`src/rtl/tbw_pkg.sv`:
```
package tbw_pkg;
  localparam int PER_W  = 6;
  localparam int DATA_W = 32;
  localparam int CTRL_ADDR = 0;
  localparam int STAT_ADDR = 1;
  // control register field positions
  localparam int C_PLO_HI  = 31;
  localparam int C_PLO_LO  = 30;
  localparam int C_RA_HI   = 29;
  localparam int C_RA_LO   = 28;
  localparam int C_IEN     = 26;
  localparam int C_PHI_HI  = 20;
  localparam int C_PHI_LO  = 17;
  // status register field positions
  localparam int S_PEND    = 31;
  localparam int S_IRQ     = 30;
  localparam int S_LAST_HI = 29;
  localparam int S_LAST_LO = 28;

  typedef struct packed {
    logic [PER_W-1:0] period;
    logic             cfgWr;
  } dpCtl_t;
endpackage

```
`src/rtl/tbw_datapath.sv`:
```
module tbw_datapath
  import tbw_pkg::*;
#(
  parameter int TB_W = 64
) (
  input  logic            clk,
  input  logic            rstN,
  input  logic            tickEn,
  input  dpCtl_t          ctl,
  output logic            evt,
  output logic [TB_W-1:0] timebase
);
  localparam int MAX_P = (1 << PER_W) - 1;

  logic [TB_W-1:0] hit;
  logic selBit, prevBit, maskQ;

  // one decode per timebase bit; bit TB_W-1 would need period 0, which is off
  for (genvar i = 0; i < TB_W; i++) begin : g_sel
    if (i == TB_W - 1 || (TB_W - 1 - i) > MAX_P) begin : g_none
      assign hit[i] = 1'b0;
    end else begin : g_tap
      assign hit[i] = timebase[i] && (ctl.period == PER_W'(TB_W - 1 - i));
    end
  end

  assign selBit = |hit;
  assign evt    = selBit && !prevBit && !maskQ;

  always_ff @(posedge clk or negedge rstN) begin
    if (!rstN) begin
      timebase <= '0;
      prevBit  <= 1'b0;
      maskQ    <= 1'b0;
    end else begin
      if (tickEn) timebase <= timebase + 1'b1;
      prevBit <= selBit;
      maskQ   <= ctl.cfgWr;
    end
  end

  assert_tb_step_R2: assert property (@(posedge clk) disable iff (!rstN)
    tickEn |=> timebase == $past(timebase) + 1'b1);
  assert_tb_hold_R2: assert property (@(posedge clk) disable iff (!rstN)
    !tickEn |=> $stable(timebase));
  assert_no_evt_disabled_R8: assert property (@(posedge clk) disable iff (!rstN)
    (ctl.period == '0) |-> !evt);
  assert_no_evt_after_write_R9: assert property (@(posedge clk) disable iff (!rstN)
    $past(ctl.cfgWr) |-> !evt);
endmodule

```
`src/rtl/tbw_control.sv`:
```
module tbw_control
  import tbw_pkg::*;
#(
  parameter int ADDR_W = 2
) (
  input  logic              clk,
  input  logic              rstN,
  input  logic [ADDR_W-1:0] regAddr,
  input  logic              regWe,
  input  logic [DATA_W-1:0] regWdata,
  input  logic              evt,
  output dpCtl_t            ctl,
  output logic [DATA_W-1:0] regRdata,
  output logic              intOut,
  output logic              rstReq
);
  logic [PER_W-1:0] period;
  logic       intEn, enNext, intSts;
  logic [1:0] rstCtl, lastRst;
  logic       wrCtl, wrSts, clrPend, clrIrq, fire;

  assign wrCtl   = regWe && (regAddr == ADDR_W'(CTRL_ADDR));
  assign wrSts   = regWe && (regAddr == ADDR_W'(STAT_ADDR));
  assign clrPend = wrSts && regWdata[S_PEND];
  assign clrIrq  = wrSts && regWdata[S_IRQ];
  assign fire    = evt && enNext && intSts && (rstCtl != 2'b00);

  always_ff @(posedge clk or negedge rstN) begin
    if (!rstN) begin
      period  <= '0;
      intEn   <= 1'b0;
      rstCtl  <= 2'b00;
      lastRst <= 2'b00;
      enNext  <= 1'b0;
      intSts  <= 1'b0;
      rstReq  <= 1'b0;
    end else begin
      if (wrCtl) begin
        period <= {regWdata[C_PHI_HI:C_PHI_LO], regWdata[C_PLO_HI:C_PLO_LO]};
        intEn  <= regWdata[C_IEN];
        if (rstCtl == 2'b00) rstCtl <= regWdata[C_RA_HI:C_RA_LO];
      end
      if (clrPend)              enNext <= 1'b0;
      else if (evt && !enNext)  enNext <= 1'b1;
      if (clrIrq)                        intSts <= 1'b0;
      else if (evt && enNext && !intSts) intSts <= 1'b1;
      rstReq <= fire;
      if (fire) lastRst <= rstCtl;
    end
  end

  always_comb begin
    regRdata = '0;
    if (regAddr == ADDR_W'(CTRL_ADDR)) begin
      regRdata[C_PLO_HI:C_PLO_LO] = period[1:0];
      regRdata[C_PHI_HI:C_PHI_LO] = period[5:2];
      regRdata[C_RA_HI:C_RA_LO]   = rstCtl;
      regRdata[C_IEN]             = intEn;
    end else if (regAddr == ADDR_W'(STAT_ADDR)) begin
      regRdata[S_PEND]              = enNext;
      regRdata[S_IRQ]               = intSts;
      regRdata[S_LAST_HI:S_LAST_LO] = lastRst;
    end
  end

  assign intOut     = intSts && intEn;
  assign ctl.period = period;
  assign ctl.cfgWr  = wrCtl;

  assert_first_event_R3: assert property (@(posedge clk) disable iff (!rstN)
    (evt && !enNext && !clrPend) |=> enNext);
  assert_irq_after_pending_R4: assert property (@(posedge clk) disable iff (!rstN)
    $rose(intSts) |-> $past(enNext));
  assert_rst_needs_stages_R5: assert property (@(posedge clk) disable iff (!rstN)
    rstReq |-> $past(enNext && intSts && rstCtl != 2'b00));
  assert_rst_single_R5: assert property (@(posedge clk) disable iff (!rstN)
    rstReq |=> !rstReq);
  assert_clear_wins_R6: assert property (@(posedge clk) disable iff (!rstN)
    clrPend |=> !enNext);
  assert_code_sticky_R7: assert property (@(posedge clk) disable iff (!rstN)
    (rstCtl != 2'b00) |=> rstCtl == $past(rstCtl));
endmodule

```
`src/rtl/tbit_watchdog.sv`:
```
module tbit_watchdog
  import tbw_pkg::*;
#(
  parameter int TB_W   = 64,
  parameter int ADDR_W = 2
) (
  input  logic              clk,
  input  logic              rstN,
  input  logic              tickEn,
  input  logic [ADDR_W-1:0] regAddr,
  input  logic              regWe,
  input  logic [31:0]       regWdata,
  output logic [31:0]       regRdata,
  output logic              intOut,
  output logic              rstReq,
  output logic [TB_W-1:0]   timebase
);
  dpCtl_t ctl;
  logic   evt;

  tbw_datapath #(.TB_W(TB_W)) u_dp (
    .clk(clk), .rstN(rstN), .tickEn(tickEn), .ctl(ctl),
    .evt(evt), .timebase(timebase)
  );

  tbw_control #(.ADDR_W(ADDR_W)) u_ctl (
    .clk(clk), .rstN(rstN), .regAddr(regAddr), .regWe(regWe),
    .regWdata(regWdata), .evt(evt), .ctl(ctl), .regRdata(regRdata),
    .intOut(intOut), .rstReq(rstReq)
  );
endmodule

```
`config.mk`:
```
export PLATFORM = sky130hd
export DESIGN_NAME = tbit_watchdog
export DESIGN_NICKNAME = d
export VERILOG_FILES = /design/src/rtl/tbw_pkg.sv /design/src/rtl/tbw_datapath.sv /design/src/rtl/tbw_control.sv /design/src/rtl/tbit_watchdog.sv
export SDC_FILE = /design/constraint.sdc
export NUM_CORES = 1
export LEC_CHECK = 0
export BUFFER_PORTS_ARGS = -buffer_cell sky130_fd_sc_hd__buf_2
export CAP_MARGIN = 15
export CELL_PAD_IN_SITES_DETAIL_PLACEMENT = 2
export CELL_PAD_IN_SITES_GLOBAL_PLACEMENT = 2
export CORE_MARGIN = 2
export CORE_UTILIZATION = 30
export DETAILED_ROUTE_END_ITERATION = 10
export PLACE_DENSITY_LB_ADDON = 0.2
export SYNTH_ARGS = -nofsm -noshare
export SYNTH_HDL_FRONTEND = slang
export SYNTH_SLANG_ARGS = --single-unit
```
`constraint.sdc`:
```
create_clock -name clk -period 2.87 [get_ports clk]
set_input_delay 0.574 -clock clk [delete_from_list [all_inputs] [get_ports clk]]
set_output_delay 0.574 -clock clk [all_outputs]
set_load 0.01 [all_outputs]
```
==> impl_metrics.csv <==
group,metric,value,unit
logic_synthesis,synth-seq-cells,80,
routing,wl_per_cell,19.1,um
layout,antennaDiodeCount,0,
placed_design,portBuffers,89,
logic_synthesis,synth_compound_area_share,9.36,%
critical_path,crit_fanout,14,
sta,hold_viol,0,
floorplan,die_x,127,um
logic_synthesis,synth_top_cells_by_count,"80 x dfrtp_1, 44 x xnor2_1, 36 x nand2_1",
logic_synthesis,synthTopCellsByArea,"dfrtp_1 44%, xnor2_1 8.5%, buf_4 4.4%, xor2_1 3.7%, nand2_1 3.0%",
sta,slew_viol_final,0,
routing,drcViolationCount,0,
sta,relSlewSlack,64.9,%
critical_path,cp.required,3.10,ns
run_status,status,"completed",
floorplan,die_area,0.0162,mm^2
clock_tree,post-cts-setup-buffers,0,
routing,via_per_inst,5.10,
critical_path,path_depth,7,
critical_path,crit_path_cell_trace,"and3_1 -> a221oi_1 -> nor2_1 -> or4_1 -> o311ai_4 -> a2111oi_4 -> mux2_1",
power,p_leak,2.68,nW
critical_path,cp-start-kind,"flop",
floorplan,start_util,30.3,%
routing,drtPass1Iterations,4,
placed_design,dpl_cell_area,0.00522,mm^2
layout,final_area,0.00560,mm^2
logic_synthesis,synthSimpleGateAreaFrac,23.5,%
critical_path,cp.buffers_inverters,0,
logic_synthesis,synth-adder-area-share,0.275,%
power,vdd_drop_max,0.000259,V
logic_synthesis,ys_seq_area_share,43.9,%
clock_tree,worstSkewPairLatency,0.35,ns
power,power_density,591,mW/mm^2
power,p_total,3.31,mW
placed_design,routabilityCongestion,0.838,
logic_synthesis,synth.mux.area_fraction,3.54,%
critical_path,crit_family,"simple AND/OR/NAND/NOR gates",
clock_tree,clockBufferDepth,2,
routing,ant_nets,0,
grt,grt_pass1_wl,23.3,mm
placed_design,hpwl,10.7,mm
logic_synthesis,post_synth_inst_count,444,
clock_tree,cts_made_buffers,9,
grt,overflow,0,
logic_synthesis,yosysWarnings,0,
placed_design,place_ws,0.137,ns
critical_path,cpPeakStageDelay,0.61,ns
layout,fillers,1672,
routing,first_iter_violations,146,
sta,fin_crit_sh,91.6,%
routing,routed_wl,14.2,mm
floorplan,die_y,127,um
clock_tree,path_clk_slew,0.06,ns
clock_tree,htree_levels,3,
worst_hold_path,hold_path.class,"input port to asynchronous set/reset pin",
grt,grt_pass1_vias,4081,
logic_synthesis,ys_types,69,
critical_path,critical_path_arrival,2.86,ns
critical_path,end_kind,"flop",
floorplan,num_rows,45,
sta,rsz0062_at_grt,"no",
sta,setup_tns,0,ns
critical_path,worstRegToRegCells,7,
clock_tree,root_buffer,"clkbuf_16",
logic_synthesis,synth_edf_count,0,
logic_synthesis,yosysTopAreaCell,"dfrtp_1",
layout,synthToLayoutAreaGrowth,22.8,%
logic_synthesis,yosys_most_used_dff,"dfrtp_1",
clock_tree,tritoncts,"built",
logic_synthesis,synth_area,0.00456,mm^2
grt,grt_antenna_before_repair,0,
routing,vias,3801,
sta,tightest_slew,0.525,ns
floorplan,ios,136,
floorplan,core-area,0.0150,mm^2
sta,setup_slack,0.243,ns
logic_synthesis,synth-xor-area-share,12.1,%
logic_synthesis,yosysTopAreaCellShare,43.9,%
job,maxCapViolCount,0,
layout,drive_gt1_share,28.9,%
grt,grt_max_degree,81,
critical_path,crit_slowest_cell,"or4_1",
critical_path,path_class,"flop to flop",
grt,grtUsageTotal,18.6,%
clock_tree,clock-sinks,80,
logic_synthesis,syn_area_per_cell,10.3,um^2
sta,min_period,2.63,ns
layout,nets,591,
logic_synthesis,synth-async-reset-ratio,100,%
logic_synthesis,yosysMostFrequentCell,"dfrtp_1",
sta,fin_hold_ws,0.180,ns
sta,clock-skew-final,0.00667,ns
sta,setup_violations,0,
logic_synthesis,synth_top_family_by_area,"simple AND/OR/NAND/NOR gates",
sta,max_freq,381,MHz
==> final cells by class <==
type / count / area [um^2] / area share [%]
multi-input combinational: 335 / 2320 / 41.5
tap: 188 / 235 / 4.20
inverter: 12 / 45.0 / 0.805
clock inverter: 6 / 108 / 1.92
sequential: 80 / 2000 / 35.8
clock buffer: 10 / 229 / 4.09
timing repair buffer: 114 / 656 / 11.7
==> cells in the final DEF (no fill, tap or decap), types with 9 or more instances in the layout <==
| master | synthesis | routed |
|---|---|---|
| buf_2 | 3 | 88 |
| dfrtp_1 | 80 | 79 |
| xnor2_1 | 44 | 44 |
| nand2_1 | 36 | 36 |
| buf_4 | 27 | 25 |
| nor2_1 | 24 | 24 |
| nand3_1 | 23 | 23 |
| conb_1 | 1 | 23 |
| xor2_1 | 19 | 19 |
| nand4_1 | 14 | 14 |
| inv_1 | 11 | 11 |
| nor3_1 | 11 | 11 |
| and2_1 | 11 | 11 |
| clkbuf_16 | 0 | 9 |
==> final timing paths <==
check / from / endpoint / slack (ns)
setup / recovery: u_ctl.period[1] / u_ctl.lastRst[0] / 0.24
hold / removal: rstN / u_dp.timebase[32] / 0.18
setup reg to reg: u_ctl.period[1] / u_ctl.lastRst[0] / 0.24
hold reg to reg: u_dp.timebase[63] / u_dp.timebase[63] / 0.46
max in group asynchronous: rstN / u_ctl.period[5] / 2.06
min in group clk: regWdata[30] / u_ctl.intSts / 0.42
==> per-stage QoR <==
step / instances / utilization [%]
2_1_floorplan: 466 / -
3_3_place_gp: 728 / 34.7
3_5_place_dp: 728 / 34.7
4_1_cts: 744 / 37.0
5_1_grt: 745 / 37.2
6_report: 745 / 37.2
==> where the power goes <==
group	leakage [nW]	internal, mW	total (mW)	switching, mW
Sequential	1.06	1.22	1.36	0.148
Combinational	1.46	0.266	0.613	0.348
Clock	0.162	0.847	1.33	0.486
Total	2.68	2.33	3.31	0.982
==> cells by family after synthesis <==
kind of cell / Yosys count
AOI/OAI and AO/OA: 52
xor gates and xnor gates: 63
adders and majority gates: 1
buffers and inverters: 51
DFF: 80
muxes: 15
other: 1
and+or+nand+nor: 181
==> routing by layer <==
metal	GRT usage, %	part of all wire [%]	vias up
met2	31.2	50	69
met5	0	0	-
met1	24.4	46	1979
met4	6.92	1.7	0
li1	-	-	1740
met3	2.81	2.7	13
==> what timing repair did <==
| item | in CTS | in global routing |
|---|---|---|
| endpoints found under the setup margin | 0 | 2 |
| resized for setup | 0 | 2 |
| hold buffers | 0 | 0 |
==> registers in the layout, summed over array words and instances, names as in the netlist <==
register	count
u_ctl.rstReq	1
u_ctl.lastRst	2
u_ctl.intEn	1
u_ctl.intSts	1
u_dp.timebase	64
u_ctl.enNext	1
u_ctl.rstCtl	2
u_dp.prevBit	1
u_dp.maskQ	1
u_ctl.period	6
(Power assumes the default switching activity.)
